**config.mk**
```make
export PLATFORM = sky130hd
export DESIGN_NAME = tmr_channel
export DESIGN_NICKNAME = d
export VERILOG_FILES = /design/src/rtl/tmr_pkg.sv /design/src/rtl/tmr_edge.sv /design/src/rtl/tmr_count_core.sv /design/src/rtl/tmr_mode_ctl.sv /design/src/rtl/tmr_channel.sv
export SDC_FILE = /design/constraint.sdc
export NUM_CORES = 1
export LEC_CHECK = 0
export BUFFER_PORTS_ARGS = -buffer_cell sky130_fd_sc_hd__buf_2
export CAP_MARGIN = 25
export CELL_PAD_IN_SITES_DETAIL_PLACEMENT = 1
export CELL_PAD_IN_SITES_GLOBAL_PLACEMENT = 1
export CORE_MARGIN = 3
export CORE_UTILIZATION = 41
export DETAILED_ROUTE_END_ITERATION = 16
export PLACE_DENSITY_LB_ADDON = 0.1
export SYNTH_ARGS = -nofsm -noshare
export SYNTH_HDL_FRONTEND = slang
export SYNTH_HIERARCHICAL = 1
export SYNTH_SLANG_ARGS = --single-unit
```
**constraint.sdc**
```tcl
create_clock -name clk -period 4.45 [get_ports clk]
set_clock_uncertainty 0.1 [all_clocks]
set_input_delay 0.6675 -clock clk [delete_from_list [all_inputs] [get_ports clk]]
set_output_delay 0.6675 -clock clk [all_outputs]
set_load 0.02 [all_outputs]
```
**src/rtl/tmr_pkg.sv**
```systemverilog
package tmr_pkg;
  typedef enum logic [1:0] {MD_CONT, MD_SHOT, MD_FREQ, MD_PWID} tmr_mode_e;

  typedef struct packed {
    logic      out_en;
    tmr_mode_e mode;
    logic      late;
    logic      gate_only;
    logic      dual;
    logic      int_tick;
  } tmr_cfg_t;

  function automatic tmr_cfg_t decode_ctrl(input logic [7:0] c);
    tmr_cfg_t r;
    r.out_en    = c[7];
    r.late      = c[5];
    r.gate_only = c[4];
    r.dual      = c[2];
    r.int_tick  = c[1];
    if (!c[3]) r.mode = c[5] ? MD_SHOT : MD_CONT;
    else       r.mode = c[4] ? MD_PWID : MD_FREQ;
    return r;
  endfunction
endpackage

```
**src/rtl/tmr_edge.sv**
```systemverilog
module tmr_edge #(
  parameter logic IDLE = 1'b1
) (
  input  logic clk,
  input  logic rst_n,
  input  logic sig_n,
  output logic fall
);
  logic prev_q;

  always_ff @(posedge clk) begin
    if (!rst_n) prev_q <= IDLE;
    else        prev_q <= sig_n;
  end

  assign fall = prev_q & ~sig_n;
endmodule

```
**src/rtl/tmr_count_core.sv**
```systemverilog
module tmr_count_core #(
  parameter int WIDTH = 16
) (
  input  logic             clk,
  input  logic             rst_n,
  input  logic             init,
  input  logic             tick,
  input  logic             dual,
  input  logic             latch_wr,
  input  logic [WIDTH-1:0] latch_val,
  output logic [WIDTH-1:0] cnt,
  output logic             to_evt,
  output logic             hi_zero,
  output logic             lo_zero
);
  localparam int HALF = WIDTH / 2;

  logic [WIDTH-1:0] latch_q, cnt_q, load_v;
  logic [HALF-1:0]  lo, hi;
  logic             zero;

  assign load_v  = latch_wr ? latch_val : latch_q;
  assign lo      = cnt_q[HALF-1:0];
  assign hi      = cnt_q[WIDTH-1:HALF];
  assign lo_zero = (lo == '0);
  assign hi_zero = (hi == '0);
  assign zero    = lo_zero & hi_zero;
  assign to_evt  = tick & ~init & zero;
  assign cnt     = cnt_q;

  always_ff @(posedge clk) begin
    if (!rst_n) begin
      latch_q <= '0;
      cnt_q   <= '0;
    end else begin
      if (latch_wr) latch_q <= latch_val;
      if (init) begin
        cnt_q <= load_v;
      end else if (tick) begin
        if (!dual) begin
          cnt_q <= zero ? load_v : cnt_q - 1'b1;
        end else if (lo_zero) begin
          cnt_q[HALF-1:0]     <= load_v[HALF-1:0];
          cnt_q[WIDTH-1:HALF] <= hi_zero ? load_v[WIDTH-1:HALF] : hi - 1'b1;
        end else begin
          cnt_q[HALF-1:0] <= lo - 1'b1;
        end
      end
    end
  end

  p_dec_step_r3: assert property (@(posedge clk) disable iff (!rst_n)
    (!init && tick && !dual && !zero) |=> cnt_q == $past(cnt_q) - 1'b1);
  p_no_tick_hold_r2: assert property (@(posedge clk) disable iff (!rst_n)
    (!init && !tick) |=> $stable(cnt_q));
  p_init_load_r4: assert property (@(posedge clk) disable iff (!rst_n)
    init |=> cnt_q == $past(load_v));
  p_timeout_reload_r5: assert property (@(posedge clk) disable iff (!rst_n)
    (to_evt && !dual) |=> cnt_q == $past(load_v));
endmodule

```
**src/rtl/tmr_mode_ctl.sv**
```systemverilog
module tmr_mode_ctl
  import tmr_pkg::*;
(
  input  logic      clk,
  input  logic      rst_n,
  input  tmr_mode_e mode,
  input  logic      late,
  input  logic      gate_only,
  input  logic      dual,
  input  logic      preset,
  input  logic      latch_wr,
  input  logic      g_fall,
  input  logic      g_rise,
  input  logic      tick_raw,
  input  logic      to_evt,
  input  logic      hi_zero,
  input  logic      lo_zero,
  output logic      init,
  output logic      cnt_tick,
  output logic      flag_set,
  output logic      init_pulse,
  output logic      wave
);
  logic meas, pw, single, hit, stop_c;
  logic init_wave, init_meas, flag_meas, flag_c;
  logic ce_q, hold_q, seen_q, wave_q, done_q, held_q, flag_q, init_q;

  assign meas   = (mode == MD_FREQ) || (mode == MD_PWID);
  assign pw     = (mode == MD_PWID);
  assign single = (mode == MD_SHOT);
  assign hit    = late ? seen_q : ~seen_q;
  assign stop_c = preset | latch_wr;

  assign cnt_tick  = tick_raw & (~meas | ce_q);
  assign init_wave = ~meas & (g_fall | (latch_wr & ~gate_only));
  assign init_meas = meas & g_fall & ~hold_q & ~latch_wr & ~(~pw & ce_q & hit);
  assign init      = preset | init_wave | init_meas;
  assign flag_meas = meas & ~stop_c & ~hold_q & ce_q & hit & (pw ? g_rise : g_fall);
  assign flag_c    = (~meas & to_evt) | flag_meas;

  always_ff @(posedge clk) begin
    if (!rst_n) begin
      ce_q <= 1'b0; hold_q <= 1'b0; seen_q <= 1'b0; wave_q <= 1'b0;
      done_q <= 1'b0; held_q <= 1'b0; flag_q <= 1'b0; init_q <= 1'b0;
    end else begin
      flag_q <= flag_c;
      init_q <= init;
      held_q <= preset;
      if (stop_c || !meas || flag_meas)    ce_q <= 1'b0;
      else if (init_meas)                  ce_q <= 1'b1;
      else if (pw && g_rise)               ce_q <= 1'b0;
      if (stop_c || !meas)                 hold_q <= 1'b0;
      else if (flag_meas)                  hold_q <= 1'b1;
      if (init)                            seen_q <= 1'b0;
      else if (to_evt && meas)             seen_q <= 1'b1;
      if (init) begin
        wave_q <= 1'b0;
        done_q <= 1'b0;
      end else if (cnt_tick && !meas) begin
        if (to_evt) begin
          if (single) begin
            wave_q <= 1'b0;
            done_q <= 1'b1;
          end else begin
            wave_q <= ~wave_q;
          end
        end else if (single && !done_q) begin
          wave_q <= 1'b1;
        end
      end
    end
  end

  assign wave = ~held_q & ~meas &
                (dual ? (hi_zero & ~lo_zero & ~(single & done_q)) : wave_q);
  assign flag_set   = flag_q;
  assign init_pulse = init_q;

  p_preset_quiet_r8: assert property (@(posedge clk) disable iff (!rst_n)
    preset |=> (!wave && init_pulse));
  p_idle_after_flag_r12: assert property (@(posedge clk) disable iff (!rst_n)
    (hold_q && meas && !stop_c) |=> !ce_q);
  p_shot_stays_low_r7: assert property (@(posedge clk) disable iff (!rst_n)
    (single && done_q && !init) |=> (!wave || !single));
endmodule

```
**src/rtl/tmr_channel.sv**
```systemverilog
module tmr_channel
  import tmr_pkg::*;
#(
  parameter int WIDTH = 16
) (
  input  logic             clk,
  input  logic             rst_n,
  input  logic [7:0]       ctrl,
  input  logic [WIDTH-1:0] latch_val,
  input  logic             latch_wr,
  input  logic             preset,
  input  logic             tick_en,
  input  logic             ext_clk_n,
  input  logic             gate_n,
  output logic             tmr_out,
  output logic             flag_set,
  output logic             init_pulse,
  output logic [WIDTH-1:0] count
);
  localparam int         NEDGE = 3;
  localparam logic [2:0] IDLES = 3'b011;

  tmr_cfg_t         cfg;
  logic [NEDGE-1:0] edge_in, edge_fall;
  logic             tick_raw, init, cnt_tick, to_evt, hi_zero, lo_zero, wave;

  assign cfg     = decode_ctrl(ctrl);
  assign edge_in = {~gate_n, gate_n, ext_clk_n};

  for (genvar i = 0; i < NEDGE; i++) begin : g_edge
    tmr_edge #(.IDLE(IDLES[i])) u_edge (
      .clk(clk), .rst_n(rst_n), .sig_n(edge_in[i]), .fall(edge_fall[i])
    );
  end

  assign tick_raw = cfg.int_tick ? tick_en : edge_fall[0];

  tmr_mode_ctl u_ctl (
    .clk(clk), .rst_n(rst_n), .mode(cfg.mode), .late(cfg.late),
    .gate_only(cfg.gate_only), .dual(cfg.dual), .preset(preset),
    .latch_wr(latch_wr), .g_fall(edge_fall[1]), .g_rise(edge_fall[2]),
    .tick_raw(tick_raw), .to_evt(to_evt), .hi_zero(hi_zero), .lo_zero(lo_zero),
    .init(init), .cnt_tick(cnt_tick), .flag_set(flag_set),
    .init_pulse(init_pulse), .wave(wave)
  );

  tmr_count_core #(.WIDTH(WIDTH)) u_core (
    .clk(clk), .rst_n(rst_n), .init(init), .tick(cnt_tick), .dual(cfg.dual),
    .latch_wr(latch_wr), .latch_val(latch_val), .cnt(count),
    .to_evt(to_evt), .hi_zero(hi_zero), .lo_zero(lo_zero)
  );

  assign tmr_out = cfg.out_en & wave;
endmodule

```
==> impl_metrics.yaml, run 1 <==
floorplanning:
  placementRows: 27
  start_util_pct: 43.1
  fp.coreArea_um2: 5610
  die_h_um: 82.8
  die_area_um2: 6850
  die_w_um: 82.8
  pin_count: 50
routing:
  drc: 0
  drt_iter0_markers: 103
  vias_per_cell: 5.84
  drt-total-wl_um: 6780
  wl_per_cell_um: 17.2
  ant_nets: 0
  vias: 2302
  firstDrtPassIters: 4
critical_path:
  cp_max_fo: 8
  critical_path_class: "flip-flop to output port"
  crit_slowest_cell: "nor4b_2"
  timing.critical_path.buf_inv: 3
  reg2reg_from: "u_ctl/seen_q"
  setup.worst_path.start_class: "flip-flop"
  crit_required_ns: 3.68
  crit_path_frequent_cell: "inv_1"
  crit_path_end_kind: "output port"
  critPathTopFamily: "simple AND/OR/NAND/NOR gates"
  critPathMaxStageDelay_ns: 0.57
  reg2reg_slack_ns: 1.56
  crit_path_cell_trace: "inv_1, ha_1, nor4b_2, nand2_1, inv_1, nand4b_1, a211oi_1, and2_1, buf_2"
  rr_endpoint: "u_core/cnt[10]"
  ff2ff_path_depth: 9
  cp_data_arrival_time_ns: 2.63
hold_path:
  hold_path.class: "flip-flop to flip-flop"
  min_path_cells: 2
  hp-start: "u_core/latch_q[12]"
  hold_end: "u_core/latch_q[12]"
synth:
  syn_area_per_cell_um2: 8.73
  ys_seq_elements: 43
  synth_top_flop_cell: "dfxtp_1"
  yosys_warnings: 6
  syn_area_um2: 2420
  synthArstFlopShare_pct: 0
  yosysSeqAreaShare_pct: 35.6
  postSynthCellCount: 277
  synth_cell_type_count: 68
  syn-num-nets: 310
  synth_edf_count: 0
cts:
  clk_latency_ns: 0.29
  htreeDepth: 2
  cts.clk_slew.worst_paths_ns: 0.08
  post-cts-setup-buffers: 0
  root_buffer: "clkbuf_8"
  cts_sinks: 43
  cts_buffers: 5
  cts_hold_buf: 0
  cts_tree: "done"
  cts_resized: 0
  clockBufferDepth: 2
finish:
  final_nets: 354
  final_layout_size_suffix_gt1_share_pct: 25.2
  areaGrowthSynthToFinish_pct: 15.8
  antennaDiodeCount: 0
  final_area_um2: 2800
placed_design:
  place_ws_ns: 0.831
  gp_congestion: 0.862
  dp_hpwl_um: 4960
  io_buffer_count: 47
  place_area_um2: 2700
sta:
  layout_setup_ws_ns: 1.05
  worst_slew_pin_slew_ns: 0.702
  finalSetupViolations: 0
  timing.final.crit_share_pct: 76.3
  relSlewSlack_pct: 52.9
  rsz0062_at_grt: "no"
  post-route-min-period_ns: 3.40
  finalHoldViolations: 0
  fmax_ghz: 0.295
  setup_tns_ns: 0
  drv_slew: 0
global_routing:
  grt_pass1_vias: 2267
  grt_pass1_wl_um: 11000
  overflow: 0
  antenna_found_initial: 0
  grt_max_degree: 21
  grtUsageTotal_pct: 21.4
power_and_ir_drop:
  vdd_drop_max_mv: 0.173
  clockPowerShare_pct: 26.1
  pwr-share-comb_pct: 31.1
  internal-power_uw: 685
  leakage_uw: 0.00120
  p_sw_uw: 363
  p_sw_share_pct: 34.7
  p_per_area_nw_per_um2: 374
  p_seq_share_pct: 42.8
outcome:
  status: "completed"
run:
  drv_cap: 0
-- kinds of logic after synthesis --
kind of cell,synth area share (%)
AND/OR/NAND/NOR,27.1
AO/OA/AOI/OAI,21.5
flip-flops,35.6
buffers and inverters,4.09
multiplexers,8.54
XOR/XNOR,2.17
adder cells (fa/ha/maj),1.04
-- per-stage QoR --
stage	total power, uW	hold WS (ns)	cells	utilization [%]
final	1050	0.397	394	49.9
after global routing	1120	0.429	394	49.9
after CTS	1060	0.399	394	49.9
after detailed placement	778	0.377	386	48.1
after global placement	772	0.368	386	48.1
after floorplan	680	0.347	277	-
-- worst reg2reg max path, stage by stage (launching register included) --
cell and delay (ns):
dfxtp_1 0.33, xnor2_1 0.23, a311o_2 0.22, nand2_1 0.06, or2_2 0.44, inv_1 0.39, o21ai_0 0.30, or4b_1 0.53
o21ai_0 0.10, a32o_1 0.14
-- layer usage --
metal	up-vias	global-route usage, %	wire length, um
met2	49	34.7	3150
met1	1125	28.8	3290
met3	4	4.75	282
li1	1124	-	-
met5	-	0	0
met4	0	5.39	54
-- cell type report --
cell class              count  area [um2]
clock buffers               8         100
fillers                   697        2810
inverters                  13        48.8
multi-input cells         210        1460
flip-flops and latches     43         861
well taps                  72        90.1
repair buffers             48         243
-- worst max path at each step --
stage | slack, ns | start | cells past startpoint | endpoint
final | 1.05 | u_core/cnt[8] | 9 | tmr_out
after global routing | 0.74 | u_core/cnt[8] | 9 | tmr_out
after floorplan | 1.58 | ctrl[3] | 11 | u_ctl/wave_q
after CTS | 1.05 | u_core/cnt[8] | 9 | tmr_out
after detailed placement | 0.83 | ctrl[3] | 11 | u_core/cnt[10]
after global placement | 0.87 | ctrl[3] | 11 | u_core/cnt[10]
-- power by group through the flow --
stage | Sequential (uW) | Clock (uW) | Combinational [uW]
2_1_floorplan | 469 | 0 | 211
3_3_place_gp | 456 | 0 | 316
3_5_place_dp | 457 | 0 | 321
4_1_cts | 448 | 284 | 323
5_1_grt | 454 | 305 | 361
6_report | 449 | 273 | 326
-- cells in the final DEF (no fill, tap or decap), types with 6 or more instances in the layout --
| cell type | count |
|---|---|
| nor2_1 | 22 |
| clkbuf_8 | 7 |
| and2_1 | 6 |
| buf_2 | 47 |
| a21oi_1 | 9 |
| nor3_1 | 8 |
| mux2i_1 | 12 |
| dfxtp_1 | 43 |
| o21ai_0 | 14 |
| nand2_1 | 21 |
| inv_1 | 13 |
-- synth_stat cells (3+ instances only) --
master / number / area (um2)
and2_1: 6 / 37.5
mux2_2: 4 / 45.0
o211ai_1: 4 / 30.0
xnor2_1: 3 / 26.3
a31oi_1: 3 / 18.8
a221oi_1: 5 / 43.8
a21oi_1: 9 / 45.0
dfxtp_1: 43 / 861
o31ai_1: 3 / 22.5
clkbuf_1: 8 / 30.0
and2b_2: 3 / 26.3
o21ai_0: 14 / 70.1
a32o_1: 3 / 30.0
or4_1: 5 / 37.5
xor2_1: 3 / 26.3
a21boi_0: 4 / 30.0
nor2b_1: 3 / 18.8
nor4_1: 4 / 25.0
mux2i_1: 12 / 120
inv_1: 13 / 48.8
nand2_1: 21 / 78.8
nor3_1: 8 / 40.0
or3_1: 3 / 18.8
nand3_1: 5 / 25.0
o21a_1: 4 / 30.0
nand2b_1: 5 / 31.3
nor2_1: 22 / 82.6
-- sequential cells by signal (all words and copies together) (netlist names) --
| register | flops |
|---|---|
| g_edge.u_edge/prev_q | 3 |
| u_ctl/hold_q | 1 |
| u_ctl/held_q | 1 |
| u_ctl/ce_q | 1 |
| u_core/latch_q | 16 |
| u_core/cnt | 16 |
| u_ctl/seen_q | 1 |
| u_ctl/done_q | 1 |
| u_ctl/wave_q | 1 |
| u_ctl/flag_set | 1 |
| u_ctl/init_pulse | 1 |
No activity file was read; power rests on OpenSTA's default activity.
==> run 2: changes to the inputs <==
CORE_UTILIZATION = 37   (was 41)
clock period = 2.86 ns   (was 4.45 ns; I/O delays follow)
==> impl_metrics.yaml, run 2 (synthesized netlist as in run 1, its figures left out) <==
placed_design:
  placedCellCount: 408
  dp_hpwl_um: 5410
  gp_congestion: 0.896
  io_buffer_count: 47
power_and_ir_drop:
  vdd_drop_max_mv: 0.278
  leakage_uw: 0.00131
  p_per_area_nw_per_um2: 615
finish:
  final_cell_mix: "47 x buf_2, 42 x dfxtp_1, 22 x nor2_1, 21 x nand2_1, 20 x buf_4"
  final_nets: 373
  antennaDiodeCount: 0
  final_common_cell: "buf_2"
  final_layout_size_suffix_gt1_share_pct: 29.6
  instances_no_fill: 416
  areaGrowthSynthToFinish_pct: 23.7
critical_path:
  crit_slowest_cell: "dfxtp_1"
  crit_path_cell_trace: "inv_1, ha_1, nor3b_1, nand2_1, inv_1, nand4b_1, a211oi_1, and2_1, buf_2"
  cp_max_fo: 6
  ff2ff_path_depth: 9
  cp_data_arrival_time_ns: 2.12
  startpoint: "u_core/cnt[0]"
  crit_path_frequent_cell: "inv_1"
  reg2reg_slack_ns: 0.32
  rr_endpoint: "u_core/cnt[11]"
  reg2reg_from: "g_edge[1].u_edge/prev_q"
  crit_required_ns: 2.33
  crit_path_end: "tmr_out"
  crit_path_end_kind: "output port"
  critical_path_class: "flip-flop to output port"
  critPathMaxStageDelay_ns: 0.37
  setup.worst_path.start_class: "flip-flop"
sta:
  timing.final.crit_share_pct: 92.6
  relSlewSlack_pct: 52.9
  drv_slew: 0
  setup_tns_ns: 0
  fmax_ghz: 0.378
  finalHoldViolations: 0
  rsz0062_at_grt: "no"
  worst_slew_pin_slew_ns: 0.703
  post-route-min-period_ns: 2.65
  finalSetupViolations: 0
cts:
  clk_latency_ns: 0.30
  root_buffer: "clkbuf_8"
  cts_sinks: 43
  cts_hold_buf: 0
  cts.clk_slew.worst_paths_ns: 0.09
  cts_buffers: 5
  htreeDepth: 2
  clockBufferDepth: 2
  cts_tree: "done"
global_routing:
  antenna_found_initial: 0
  grtUsageTotal_pct: 19.4
  grt_max_degree: 19
  grt_pass1_wl_um: 11400
  overflow: 0
  grt_pass1_vias: 2316
floorplanning:
  die_h_um: 86.8
  die_area_um2: 7540
  placementRows: 28
  die_w_um: 86.8
  start_util_pct: 39.4
  pin_count: 50
  fp.coreArea_um2: 6130
routing:
  vias_per_cell: 5.74
  drt-total-wl_um: 7170
  wl_per_cell_um: 17.2
  ant_nets: 0
  drc: 0
  vias: 2388
  firstDrtPassIters: 4
  drt_iter0_markers: 84
outcome:
  status: "completed"
hold_path:
  hold_path.class: "primary input to flip-flop"
run:
  drv_cap: 0
run 2: changes by cell type in the layout (fill, tap and decap cells not counted):
| cell | delta |
|---|---|
| buf_4 | +19 |
| bufinv_16 | +2 |
| clkbuf_8 | -2 |
| dfxtp_1 | -1 |
| dfxtp_2 | +1 |
| nor4_2 | -1 |
| nor4_4 | +1 |
run 2: cell type report:
class	count	area [um2]
Timing Repair Buffer	67	385
Sequential cell	43	862
Inverter	13	48.8
Clock inverter	2	60.1
Multi-Input combinational cell	210	1470
Tap cell	75	93.8
Clock buffer	6	72.6
Fill cell	743	3140
run 2: worst min-delay path by stage:
stage                      start                 endpoint  slack (ns)  cells past startpoint
finish                 ext_clk_n  g_edge[0].u_edge/prev_q        0.22                      2
CTS                    ext_clk_n  g_edge[0].u_edge/prev_q        0.21                      2
detailed placement  u_ctl/hold_q             u_ctl/hold_q        0.38                      1
global route           ext_clk_n  g_edge[0].u_edge/prev_q        0.21                      2
global placement    u_ctl/hold_q             u_ctl/hold_q        0.37                      1
floorplan           u_ctl/hold_q             u_ctl/hold_q        0.35                      1
run 2: report_power, final:
group | switching (uW) | internal (uW)
registers | 51.0 | 643
clock network | 228 | 349
logic | 325 | 243
total | 603 | 1240
run 2: metal layers:
metal,GRT usage [%],part of all wire (%),vias up
met5,0,0,-
met4,7.08,1.7,0
met3,3.14,6.5,11
met2,30.9,46,72
met1,26.2,46,1142
li1,-,-,1163
run 2: through the flow:
stage	total power (uW)	utilization [%]	area (um2)	hold slack [ns]	worst slack, ns
2_1_floorplan	1060	-	2420	0.347	0.233
4_1_cts	1850	48.6	2980	0.209	0.0933
5_1_grt	1940	48.8	2990	0.210	0.0372
6_report	1840	48.8	2990	0.218	0.212
3_3_place_gp	1250	46.4	2850	0.369	0.0844
3_5_place_dp	1270	46.4	2850	0.379	0.0587
run 2: worst max-delay path, delay by kind of cell, from the launching register on:
family          cells  cell delay [ns]
simple gates        4             0.68
flops               1             0.37
buf+inv             3             0.35
fa+ha+maj           1             0.21
compound gates      1             0.20
run 2: what timing repair did:
item / in CTS / in global routing
buffers inserted: 0 / 0
gates resized for setup: 0 / 2
endpoints found under the setup margin: 0 / 1
